$ cat config.mk
export PLATFORM = sky130hd
export DESIGN_NAME = link_mgmt_responder
export DESIGN_NICKNAME = d
export VERILOG_FILES = /design/src/rtl/link_mgmt_responder.sv
export SDC_FILE = /design/constraint.sdc
export NUM_CORES = 1
export LEC_CHECK = 0
export BUFFER_PORTS_ARGS = -buffer_cell sky130_fd_sc_hd__buf_4
export CORE_UTILIZATION = 51
export DETAILED_ROUTE_END_ITERATION = 7
export GPL_ROUTABILITY_DRIVEN = 1
export PLACE_DENSITY = 0.78
export REMOVE_ABC_BUFFERS = 1
export SLEW_MARGIN = 20
export SYNTH_ARGS = -nofsm -noshare
export SYNTH_HDL_FRONTEND = slang
export SYNTH_SLANG_ARGS = --single-unit
$ cat constraint.sdc
create_clock -name clk -period 3.7 [get_ports clk]
set_clock_uncertainty 0.2 [all_clocks]
set_input_delay 0.74 -clock clk [delete_from_list [all_inputs] [get_ports clk]]
set_output_delay 0.74 -clock clk [all_outputs]
set_load 0.02 [all_outputs]
$ cat src/rtl/link_mgmt_responder.sv
module link_mgmt_responder #(
  parameter int IDX_W = 6
) (
  input  logic        clk,
  input  logic        rst_n,
  input  logic        en_pin,
  input  logic        rst_pin,
  input  logic        in_valid,
  input  logic [7:0]  in_data,
  input  logic        in_last,
  output logic        tx_valid,
  output logic [7:0]  tx_data,
  output logic        tx_last,
  output logic        fwd_valid,
  output logic [7:0]  fwd_data,
  output logic        fwd_last,
  output logic        err,
  output logic        addr_upd,
  output logic [47:0] dev_addr,
  output logic        link_en
);
  localparam logic [IDX_W-1:0] IDX_MAX = {IDX_W{1'b1}};
  localparam logic [1:0] K_NEG = 2'd0, K_KA = 2'd1, K_VND = 2'd2;

  function automatic logic [7:0] neg_req(input logic [IDX_W-1:0] i);
    case (i)
      0: neg_req = 8'h06;  1: neg_req = 8'h0A;  3: neg_req = 8'hA0;
      4: neg_req = 8'h01;  7: neg_req = 8'h4C;  9: neg_req = 8'h96;
      default: neg_req = 8'h00;
    endcase
  endfunction

  function automatic logic [7:0] reply_byte(input logic [1:0] k, input logic [3:0] i);
    reply_byte = 8'h00;
    case (k)
      K_NEG: case (i)
        0: reply_byte = 8'h06;  1: reply_byte = 8'h0A;  2: reply_byte = 8'h20;
        3: reply_byte = 8'hA0;  4: reply_byte = 8'h01;  7: reply_byte = 8'h4C;
        9: reply_byte = 8'h96;  10, 11: reply_byte = 8'hFF;
        default: reply_byte = 8'h00;
      endcase
      K_KA: case (i)
        0: reply_byte = 8'h07;  1: reply_byte = 8'h02;  2: reply_byte = 8'hCC;
        default: reply_byte = 8'h00;
      endcase
      default: case (i)
        0: reply_byte = 8'h04;  1: reply_byte = 8'hFF;  2: reply_byte = 8'h0B;
        default: reply_byte = 8'h00;
      endcase
    endcase
  endfunction

  logic [1:0] pins_q;
  wire fall = pins_q[1] & ~rst_pin;
  wire rise = en_pin & rst_pin & (pins_q != 2'b11);
  wire acc  = in_valid & link_en;
  wire done = acc & in_last;

  logic [IDX_W-1:0] idx;
  logic [7:0]  typ, b1;
  logic        neg_ok, ka_ok, is_v, ocf0, mk;
  logic [47:0] atmp, atmp_n;
  wire sop = (idx == '0);

  wire [7:0] ty = sop ? in_data : typ;
  wire neg_n = (sop | neg_ok) & (idx < IDX_W'(12)) & (in_data == neg_req(idx));
  wire ka_n  = (sop | ka_ok) & ((idx == IDX_W'(0)) ? (in_data == 8'h07) :
                                (idx == IDX_W'(2)) ? (in_data == 8'h55) :
                                (idx == IDX_W'(3)) ? (in_data == 8'h00) : 1'b1);
  wire v_n   = (idx == IDX_W'(2)) ? (typ == 8'h01 && in_data[7:2] == 6'h3F) : (~sop & is_v);
  wire o_n   = (idx == IDX_W'(2)) ? ({in_data[1:0], b1} == 10'd0) : ocf0;
  wire mk_n  = (idx == IDX_W'(16)) ? (in_data == 8'h01) :
               (idx == IDX_W'(17)) ? (mk & (in_data == 8'h00)) : (~sop & mk);
  wire cap   = done & (ty == 8'h01) & v_n & o_n & mk_n & (idx >= IDX_W'(29));

  always_comb begin
    atmp_n = atmp;
    case (idx)
      29: atmp_n[7:0]   = in_data;
      28: atmp_n[15:8]  = in_data;
      26: atmp_n[23:16] = in_data;
      22: atmp_n[31:24] = in_data;
      25: atmp_n[39:32] = in_data;
      24: atmp_n[47:40] = in_data;
      default: ;
    endcase
  end

  logic       want, bad;
  logic [1:0] kind_n;
  always_comb begin
    want = 1'b0; bad = 1'b0; kind_n = K_KA;
    case (ty)
      8'h06: if (neg_n && idx == IDX_W'(11)) begin want = 1'b1; kind_n = K_NEG; end else bad = 1'b1;
      8'h07: if (ka_n && idx == IDX_W'(3)) want = 1'b1; else bad = 1'b1;
      8'h01: if (v_n) begin
               if (o_n) begin want = 1'b1; kind_n = K_VND; end else bad = 1'b1;
             end
      8'h02, 8'h03: ;
      default: bad = 1'b1;
    endcase
  end

  logic       tx_act;
  logic [1:0] kind;
  logic [3:0] tx_i;
  wire [3:0] last_i = (kind == K_NEG) ? 4'd11 : (kind == K_KA) ? 4'd3 : 4'd13;
  assign tx_valid = tx_act;
  assign tx_last  = tx_act & (tx_i == last_i);
  assign tx_data  = reply_byte(kind, tx_i);

  logic       s1v, s1l, s1s, s2v, s2l, s2s, dec;
  logic [7:0] s1d, s2d;
  wire b2_here = s2s & ~s2l & s1v & ~s1l & acc;
  wire vend0   = (s2d == 8'h01) & b2_here & (in_data[7:2] == 6'h3F);
  wire ok0     = (s2d == 8'h02) | (s2d == 8'h03) | ((s2d == 8'h01) & ~vend0);
  wire fwd_ok  = s2s ? ok0 : dec;

  always_ff @(posedge clk or negedge rst_n) begin
    if (!rst_n) begin
      pins_q <= '0; link_en <= 1'b0; idx <= '0; typ <= '0; b1 <= '0;
      neg_ok <= 1'b0; ka_ok <= 1'b0; is_v <= 1'b0; ocf0 <= 1'b0; mk <= 1'b0;
      atmp <= '0; dev_addr <= '0; addr_upd <= 1'b0; err <= 1'b0;
      tx_act <= 1'b0; tx_i <= '0; kind <= K_KA;
      s1v <= 1'b0; s1l <= 1'b0; s1s <= 1'b0; s1d <= '0;
      s2v <= 1'b0; s2l <= 1'b0; s2s <= 1'b0; s2d <= '0; dec <= 1'b0;
      fwd_valid <= 1'b0; fwd_data <= '0; fwd_last <= 1'b0;
    end else begin
      pins_q <= {rst_pin, en_pin};
      if (fall) begin
        link_en <= 1'b0; idx <= '0; dev_addr <= '0; addr_upd <= 1'b0; err <= 1'b0;
        tx_act <= 1'b0; s1v <= 1'b0; s2v <= 1'b0; fwd_valid <= 1'b0; fwd_last <= 1'b0;
      end else begin
        if (rise) link_en <= 1'b1;
        if (acc) begin
          idx <= in_last ? '0 : (idx == IDX_MAX) ? idx : idx + 1'b1;
          typ <= ty;
          if (idx == IDX_W'(1)) b1 <= in_data;
          neg_ok <= neg_n; ka_ok <= ka_n; is_v <= v_n; ocf0 <= o_n; mk <= mk_n;
          atmp <= atmp_n;
        end
        err      <= done & (bad | (want & tx_act));
        addr_upd <= cap;
        if (cap) dev_addr <= atmp_n;
        if (tx_act) begin
          if (tx_i == last_i) tx_act <= 1'b0;
          else tx_i <= tx_i + 4'd1;
        end else if (done & want) begin
          tx_act <= 1'b1; tx_i <= '0; kind <= kind_n;
        end
        s1v <= acc; s1d <= in_data; s1l <= in_last; s1s <= sop;
        s2v <= s1v; s2d <= s1d; s2l <= s1l; s2s <= s1s;
        if (s2v & s2s) dec <= ok0;
        fwd_valid <= s2v & fwd_ok;
        fwd_data  <= s2d;
        fwd_last  <= s2v & fwd_ok & s2l;
      end
    end
  end
endmodule

==> flow_summary.ini, run 1 <==
[cells_and_area]
antenna-diode-count = 0
final_layout_size_suffix_gt1_frac = 0.285
post-route-util = 0.614
nets = 903
layoutNonFillerInstCount = 1106
syn_to_final_growth_pct = 16.2

[sta]
max_freq_mhz = 306
slew_violations = 0
rsz0062_at_grt = false
max_slew_margin = 0.484
finalSetupViolCount = 0
period_share = 0.883
hold_viol = 0
fin_hold_ws_ns = 0.171
finalCriticalPeriod_ns = 3.27
tightest_slew_ns = 0.774

[synthesis]
syn-cell-area_um2 = 8480
synth_most_common_cell = dfrtp_1
netlist_top_cells_count = 167 x dfrtp_1, 117 x nand2_1, 87 x nor2_1
yosys.area.top_type = dfrtp_1
ys_ff_latch = 168
synth_top_area_frac = 0.493
synth-main-ff-cell = dfrtp_1
ys_seq_area_frac = 0.496
yosys-top-cells-area = dfrtp_1 49%, mux2_2 7.0%, a211oi_2 6.5%
async_reset_ff_frac = 1.00
post_synth_and_or_nand_nor_area_fraction = 0.167
synth_top_family_by_area = simple AND/OR/NAND/NOR gates
synth_xor_xnor_area_share = 0.00207
synth_mux_area_frac = 0.127
synth_area_per_cell_um2 = 10.4
synth_cells = 818
ys_types = 60
synth_compound_area_frac = 0.144
yosysWarnings = 0
synthAdderAreaFrac = 0.0177
synth-edff-count = 0

[worst_setup_path]
critPathCapture = dev_addr[23]
worstPathArrival_ns = 3.41
cp-startpoint = idx[0]
worstSetupEndpointType = register
reg2reg_depth = 10
cp.required_ns = 3.84
reg2reg_slack_ns = 0.43
path_class = register to register
r2r-end = dev_addr[23]
cp_max_fo = 97
worst_setup_path_start_kind = register
r2r-start = idx[0]

[pwr]
power_frac_comb = 0.088
power.density_nw_per_um2 = 424
p_seq_frac = 0.483
finalPower_mw = 4.18
p_sw_mw = 1.03
leakagePower_nw = 4.67
clkPwrFrac = 0.429
max-vdd-ir-drop_uv = 341
p_sw_frac = 0.247
intPower_mw = 3.14

[detailed_routing]
drc = 0
via_per_inst = 5.64
dr.pass1.iters = 6
drt_iter0_drc = 461
routedWlPerCell_um = 16.7
drtAntennaViolNets = 0
drt-total-wl_um = 18500
vias = 6240

[floorplanning]
coreArea_um2 = 16100
core.rowCount = 46
die_w_um = 131
start_util = 0.528
dieArea_um2 = 17200
pin_count = 85
fp.dieH_um = 131

[cts]
cts-root-buf = clkbuf_16
post_cts_buffers = 0
clock_path_buffers = 2
tritoncts = done
cts_buffers = 17
clock_latency_ns = 0.43
clkTransAtPathRegs_ns = 0.06
clock_sinks = 168
h-tree-depth = 4
hold_buffers = 0
ctsResizeCount = 0

[placement]
port_buffers = 84
dp.cells = 1074
globalplace.congestion = 0.890
dpl.hpwl_um = 12000

[global_route]
grt_util_met1 = 0.317
antenna_found_initial = 0
grt_start_max_net_pins = 98
grt_pass1_vias = 5920
grt_use_met3 = 0.0493
grt_remaining_overflow = 0
grt_pass1_wl_um = 30200
grt.busiest_layer = met2
gr-usage-all-layers = 0.230
met2_usage = 0.359

[min_path]
hp-class = input port to asynchronous set/reset pin

[outcome]
status = finished, final reports clean

[run]
maxCapViolCount = 0
-- layout by cell type, fill, tap and decap left out, types with 4 or more instances in the layout --
master     instances
buf_4            106
mux2_2            53
nand2_1          117
or4_1              5
or3_1              8
nor3_1             7
mux2i_1           48
a211oi_1           7
nor2_1            87
a211oi_2          44
nand3_1           16
inv_1             13
o21ai_0           34
dfrtp_1          167
clkbuf_16         17
nor4_1             6
or2_2              6
a21oi_1           32
nand2b_1           4
and2_1             6
a31oi_1            5
ha_1              12
nand4_1            5
nor2b_1            5
and3_1             7
o31ai_1            6
-- sequential cells by signal, indices dropped and copies added, names as in the netlist, 2 cells and up --
| signal | flops |
|---|---|
| pins_q | 2 |
| tx_i | 4 |
| b1 | 8 |
| typ | 8 |
| s2d | 8 |
| atmp | 48 |
| fwd_data | 8 |
| idx | 6 |
| kind | 2 |
| dev_addr | 48 |
| s1d | 8 |
-- routing by layer --
layer | vias up | part of all wire
li1 | 2983 | -
met1 | 3044 | 0.46
met2 | 181 | 0.47
met3 | 32 | 0.055
met4 | 0 | 0.018
met5 | - | 0
-- area by class of cell --
cell class                      instances  area, µm²
Clock buffer                           23        478
Sequential cell                       168       4210
Fill cell                            1350       6200
Inverter                               14       52.6
Clock inverter                          9        111
Timing Repair Buffer                  109        847
Multi-Input combinational cell        567       3890
Tap cell                              216        270
-- how the worst min path moves through the flow --
stage               startpoint  slack (ns)           end
floorplan            pins_q[1]        0.23       link_en
global placement        s1d[6]        0.25        s1d[6]
detailed placement         s1s        0.26           s2s
CTS                      rst_n        0.20  dev_addr[35]
global route            en_pin        0.21     pins_q[0]
finish                   rst_n        0.17  dev_addr[34]
-- cell families (layout without fill, tap and decap cells) --
kind of cell / Yosys count / in the layout
simple gates: 299 / 299
flops: 168 / 168
compound gates: 153 / 153
mux: 101 / 101
buf+inv: 83 / 155
fa+ha+maj: 12 / 12
xor+xnor: 2 / 2
-- per-stage QoR --
step | setup TNS (ns) | worst slack (ns) | area, µm²
after global placement | 0 | 0.498 | 9270
after CTS | 0 | 0.465 | 9860
final | 0 | 0.433 | 9860
after global routing | 0 | 0.184 | 9860
after detailed placement | 0 | 0.414 | 9270
after floorplan | -166.88 | -2.25 | 8140
-- power groups by stage --
stage / combinational [mW] / clock, mW / sequential [mW]
after floorplan: 0.195 / 0 / 2.05
after global placement: 0.361 / 0 / 2.05
after detailed placement: 0.370 / 0 / 2.05
after CTS: 0.370 / 1.82 / 2.02
after global routing: 0.413 / 1.88 / 2.03
final: 0.366 / 1.79 / 2.02
-- worst max-delay path, cell delays in order, from the launching register on --
cell	delay, ns
dfrtp_1	0.43
inv_1	0.11
ha_1	0.31
nand2b_1	0.21
or3_1	0.30
o211ai_1	0.16
or2_4	0.29
nor4_4	0.33
buf_12	0.41
nor2_1	0.11
a211oi_2	0.22
(Power assumes the default switching activity.)
==> run 2, diff against run 1 <==
--- a/config.mk
+++ b/config.mk
@@ -5,11 +5,13 @@
 export SDC_FILE = /design/constraint.sdc
 export NUM_CORES = 1
 export LEC_CHECK = 0
+export ABC_AREA = 1
 export BUFFER_PORTS_ARGS = -buffer_cell sky130_fd_sc_hd__buf_4
 export CORE_UTILIZATION = 51
+export CTS_CLUSTER_SIZE = 16
 export DETAILED_ROUTE_END_ITERATION = 7
 export GPL_ROUTABILITY_DRIVEN = 1
-export PLACE_DENSITY = 0.78
+export PLACE_DENSITY = 0.79
 export REMOVE_ABC_BUFFERS = 1
 export SLEW_MARGIN = 20
 export SYNTH_ARGS = -nofsm -noshare
==> run 2 against run 1 <==
Against the previous run:
- design area shrank 3.4%
- setup slack improved by 0.059 ns
- sequential share of layout area is 1.5 points higher
- routed wire length increased by 5.2%
- first-iteration DRC count increased by 6.5%
- die area is 3.5% lower
- total power rose by 14%
- non-clock buffer count shrank 9
- hold slack worse by 0.070 ns
- sequential power up 11%
- via count grew 14%
- critical path depth rose by 2
- critical endpoint is now dev_addr[17]
- largest power group unchanged
==> flow_summary.ini, run 2 <==
[outcome]
status = finished, final reports clean

[synthesis]
yosysWarnings = 0
synth-edff-count = 0
async_reset_ff_frac = 1.00
synth_area_per_cell_um2 = 7.80
ys_types = 35
netlist_top_cells_count = 345 x nand2_1, 167 x dfrtp_1, 151 x o21ai_0
ys_seq_area_frac = 0.514
syn-cell-area_um2 = 8180
synth-main-ff-cell = dfrtp_1
yosys-top-cells-area = dfrtp_1 51%, nand2_1 16%, o21ai_0 9.2%
synth_most_common_cell = nand2_1
synth_top_area_frac = 0.511
synth_cells = 1049
yosys.area.top_type = dfrtp_1
ys_ff_latch = 168

[worst_setup_path]
worstPathArrival_ns = 3.32
critPathBufInv = 2
critPathMaxStageDelay_ns = 0.42
worst_path_max_delay_cell = dfrtp_1
worstSetupEndpointType = register
cp_max_fo = 48
path_class = register to register
crit_top_cell = nand2_1
cp.required_ns = 3.81
worst_setup_path_start_kind = register
cpLargestDelayFamily = simple AND/OR/NAND/NOR gates
crit_chain = inv_1 > ha_1 > nand3_4 > o21ai_0 > nand2_1 > nor2_4 > nand2_1 > nor2_4 > nand4_4 > buf_4 > nand3_1 > nand2_1

[cts]
cts_buffers = 17
clock_path_buffers = 2
clock_sinks = 168
clkTransAtPathRegs_ns = 0.07
post_cts_buffers = 0
clock_latency_ns = 0.43
cts-root-buf = clkbuf_16
ctsResizeCount = 0
hold_buffers = 0
tritoncts = done
h-tree-depth = 4

[placement]
globalplace.congestion = 0.948
port_buffers = 84
pre_cts_ws_ns = 0.566
dpl.hpwl_um = 12800
dp.cells = 1304

[cells_and_area]
antenna-diode-count = 0
n_fill_cell = 1387
mostFrequentLayoutCell = nand2_1
layoutNonFillerInstCount = 1336
regArea_um2 = 4210
final_cell_mix = 345 x nand2_1, 167 x dfrtp_1, 151 x o21ai_0
multi_input_area_um2 = 3350
final_layout_size_suffix_gt1_frac = 0.130
syn_to_final_growth_pct = 16.4
top_regs = atmp x48, dev_addr x48
nets = 1138

[floorplanning]
core.rowCount = 45
fp.dieH_um = 129
die_w_um = 129
pin_count = 85
start_util = 0.530
coreArea_um2 = 15400
dieArea_um2 = 16600

[sta]
tightest_slew_ns = 0.988
finalSetupTns_ns = 0
max_freq_mhz = 312
period_share = 0.867
finalSetupViolCount = 0
max_slew_margin = 0.339
rsz0062_at_grt = false
slew_violations = 0
setup_ws_ns = 0.493
hold_viol = 0
finalCriticalPeriod_ns = 3.21

[detailed_routing]
drt-total-wl_um = 19400
vias = 7137
routedWlPerCell_um = 14.5
met1_length_um = 8890
drt_iter0_drc = 491
drc = 0
drtAntennaViolNets = 0
wl_met3_um = 985
dr.max_layer_used = met4
via_per_inst = 5.34
met2WireLength_um = 9090
dr.pass1.iters = 7

[global_route]
grt_pass1_wl_um = 32200
grt_remaining_overflow = 0
antenna_found_initial = 0
grt_pass1_vias = 6628
gr-usage-all-layers = 0.249
grt_start_max_net_pins = 66

[pwr]
leakagePower_nw = 4.85
max-vdd-ir-drop_uv = 366
power.density_nw_per_um2 = 499

[run]
maxCapViolCount = 0

[min_path]
hp-class = input port to asynchronous set/reset pin
==> run 2: changes by cell type after synthesis, sizes merged, moves of 48 or more <==
cell    previous run  this run
mux2i             48         0
inv               13       105
nand2            117       345
mux2              53         0
o21ai             34       158
nand3             16        87
a211oi            51         0
==> run 2: path summary, 6_finish.rpt <==
kind,start,end,slack (ns),cells past startpoint
max,idx[0],dev_addr[17],0.49,12
min,rst_n,dev_addr[15],0.10,1
max reg2reg,idx[0],dev_addr[17],0.49,12
min reg2reg,atmp[1],atmp[1],0.28,2
max in group asynchronous,rst_n,dev_addr[19],2.34,2
min in group clk,en_pin,pins_q[0],0.23,1
==> run 2: layout make-up <==
type	count	share of cell area
clock buffers	19	0.0455
clock inverters	13	0.0117
inverters	106	0.0418
multi-input cells	719	0.351
flip-flops and latches	168	0.442
well taps	211	0.0277
repair buffers	100	0.0805
==> run 2: cells by family after synthesis <==
logic type,Yosys count,share of synthesized area
buf+inv,162,0.0782
flops,168,0.514
compound gates,184,0.118
xor+xnor,1,0.00107
simple gates,522,0.270
fa+ha+maj,12,0.0184
==> run 2: layer usage <==
layer,global-route usage,vias to the layer above
li1,-,3501
met1,0.340,3379
met2,0.390,220
met3,0.0449,37
met4,0.113,0
met5,0,-
==> run 2: through the flow <==
stage	hold slack (ns)	cell area [µm²]	util	total power [mW]
after floorplan	0.244	7940	-	2.84
after global placement	0.260	8980	0.582	3.08
after detailed placement	0.265	8980	0.582	3.12
after CTS	0.118	9520	0.617	4.78
after global routing	0.148	9520	0.617	5.01
final	0.101	9520	0.617	4.75
==> run 2: where the power goes <==
| group | internal (mW) | switching (mW) | leakage (nW) |
|---|---|---|---|
| logic | 0.288 | 0.570 | 2.41 |
| clock network | 0.879 | 0.781 | 0.260 |
| registers | 2.12 | 0.120 | 2.18 |
==> run 3, diff against run 2 <==
--- a/config.mk
+++ b/config.mk
@@ -7,6 +7,7 @@
 export LEC_CHECK = 0
 export ABC_AREA = 1
 export BUFFER_PORTS_ARGS = -buffer_cell sky130_fd_sc_hd__buf_4
+export CORE_MARGIN = 5
 export CORE_UTILIZATION = 51
 export CTS_CLUSTER_SIZE = 16
 export DETAILED_ROUTE_END_ITERATION = 7
==> run 3 against run 2 <==
Against the previous run:
- maximum frequency rose by 3.8%
- register-to-register slack improved by 0.12 ns
- critical path depth grew 1
- first-iteration DRC count rose by 18%
- critical endpoint is now dev_addr[0]
- non-clock buffer count increased by 1
- highest routed layer unchanged
- sequential cell count is the same
- combinational power is 2% higher
- via count up 0.69%
- utilization is 1.2 points lower
==> flow_summary.ini, run 3 (synthesis results as in run 2) <==
[cts]
ctsResizeCount = 0
h-tree-depth = 4
clock_sinks = 168
tritoncts = done
cts-root-buf = clkbuf_16
cts_buffers = 17
post_cts_buffers = 0
clock_latency_ns = 0.43
clkTransAtPathRegs_ns = 0.07
hold_buffers = 0
clock_path_buffers = 2

[global_route]
antenna_found_initial = 0
gr-usage-all-layers = 0.227
grt_remaining_overflow = 0
grt_start_max_net_pins = 71
grt_pass1_wl_um = 34000
grt_pass1_vias = 7071

[detailed_routing]
via_per_inst = 5.36
vias = 7186
routedWlPerCell_um = 14.9
drt_iter0_drc = 580
drt-total-wl_um = 20000
drc = 0
dr.pass1.iters = 5
drtAntennaViolNets = 0

[worst_setup_path]
worstPathArrival_ns = 3.25
worst_setup_path_start_kind = register
path_class = register to register
worst_path_max_delay_cell = dfrtp_1
cp_max_fo = 49
cp.required_ns = 3.86
critPathMaxStageDelay_ns = 0.41
crit_top_cell = nand2_1
crit_chain = inv_1 > ha_1 > nand3_4 > o21ai_0 > nand2_1 > nor2_4 > nand2_1 > nor2_4 > nand4_4 > nor2_4 > buf_12 > nand2_1 > nand2_1
worstSetupEndpointType = register

[placement]
pre_cts_ws_ns = 0.627
placed_area_um2 = 9010
port_buffers = 84
dpl.hpwl_um = 13100
dp.cells = 1310
globalplace.congestion = 0.919

[cells_and_area]
final_layout_size_suffix_gt1_frac = 0.131
antenna-diode-count = 0
nets = 1139
top_regs = atmp x48, dev_addr x48
mostFrequentLayoutCell = nand2_1
final_cell_mix = 345 x nand2_1, 167 x dfrtp_1, 151 x o21ai_0
syn_to_final_growth_pct = 17.1
layoutNonFillerInstCount = 1341
design_area_um2 = 9580

[sta]
fin_hold_ws_ns = 0.0393
finalSetupViolCount = 0
period_share = 0.835
slew_violations = 0
finalCriticalPeriod_ns = 3.09
setup_ws_ns = 0.611
max_slew_margin = 0.350
tightest_slew_ns = 0.975
hold_viol = 0
rsz0062_at_grt = false
max_freq_mhz = 324

[floorplanning]
pin_count = 85
coreArea_um2 = 15800
fp.dieH_um = 137
die_w_um = 137
core.rowCount = 46
start_util = 0.517
dieArea_um2 = 18700

[pwr]
leakagePower_nw = 4.87
p_seq_frac = 0.460
power_frac_comb = 0.180
p_sw_frac = 0.300
power.density_nw_per_um2 = 507
p_sw_mw = 1.46
max-vdd-ir-drop_uv = 343
finalPower_mw = 4.86
intPower_mw = 3.40
clkPwrFrac = 0.360

[outcome]
status = finished, final reports clean

[run]
maxCapViolCount = 0

[min_path]
hp-class = input port to asynchronous set/reset pin
run 3: layer usage:
layer / wire [µm] / global-route usage
met2: 9490 / 0.368
met4: 560 / 0.0901
met5: 0 / 0
met1: 8780 / 0.304
met3: 1150 / 0.0393
run 3: final timing paths:
path	slack (ns)	start	cells after the start	endpoint
setup reg to reg	0.61	idx[0]	13	dev_addr[0]
hold / removal	0.04	rst_n	1	dev_addr[10]
min in group clk	0.24	en_pin	1	pins_q[0]
setup / recovery	0.61	idx[0]	13	dev_addr[0]
max in group asynchronous	2.45	rst_n	2	atmp[35]
hold reg to reg	0.28	atmp[3]	2	atmp[3]
run 3: critical path: cells and delay by family, from the launching register on:
family,cells,cell delay [ns]
AOI/OAI and AO/OA,1,0.29
adders and majority gates,1,0.38
buffers and inverters,2,0.39
DFF,1,0.41
and+or+nand+nor,9,1.28
run 3: layout make-up:
cell class,instances,area [µm²]
multi-input combinational,719,3350
clock inverter,13,145
sequential,168,4210
fill,1442,6250
timing repair buffer,101,787
tap,216,270
clock buffer,18,429
inverter,106,399
run 3: power by group through the flow:
stage	combinational, mW	clock (mW)	sequential, mW
2_1_floorplan	0.580	0	2.26
3_3_place_gp	0.836	0	2.26
3_5_place_dp	0.863	0	2.27
4_1_cts	0.877	1.77	2.24
5_1_grt	1.01	1.85	2.26
6_report	0.873	1.75	2.24
run 3: metrics by stage:
stage	TNS, ns	util
after global placement	0	0.569
final	0	0.605
after CTS	0	0.605
after detailed placement	0	0.569
after floorplan	-135.65	-
after global routing	0	0.605
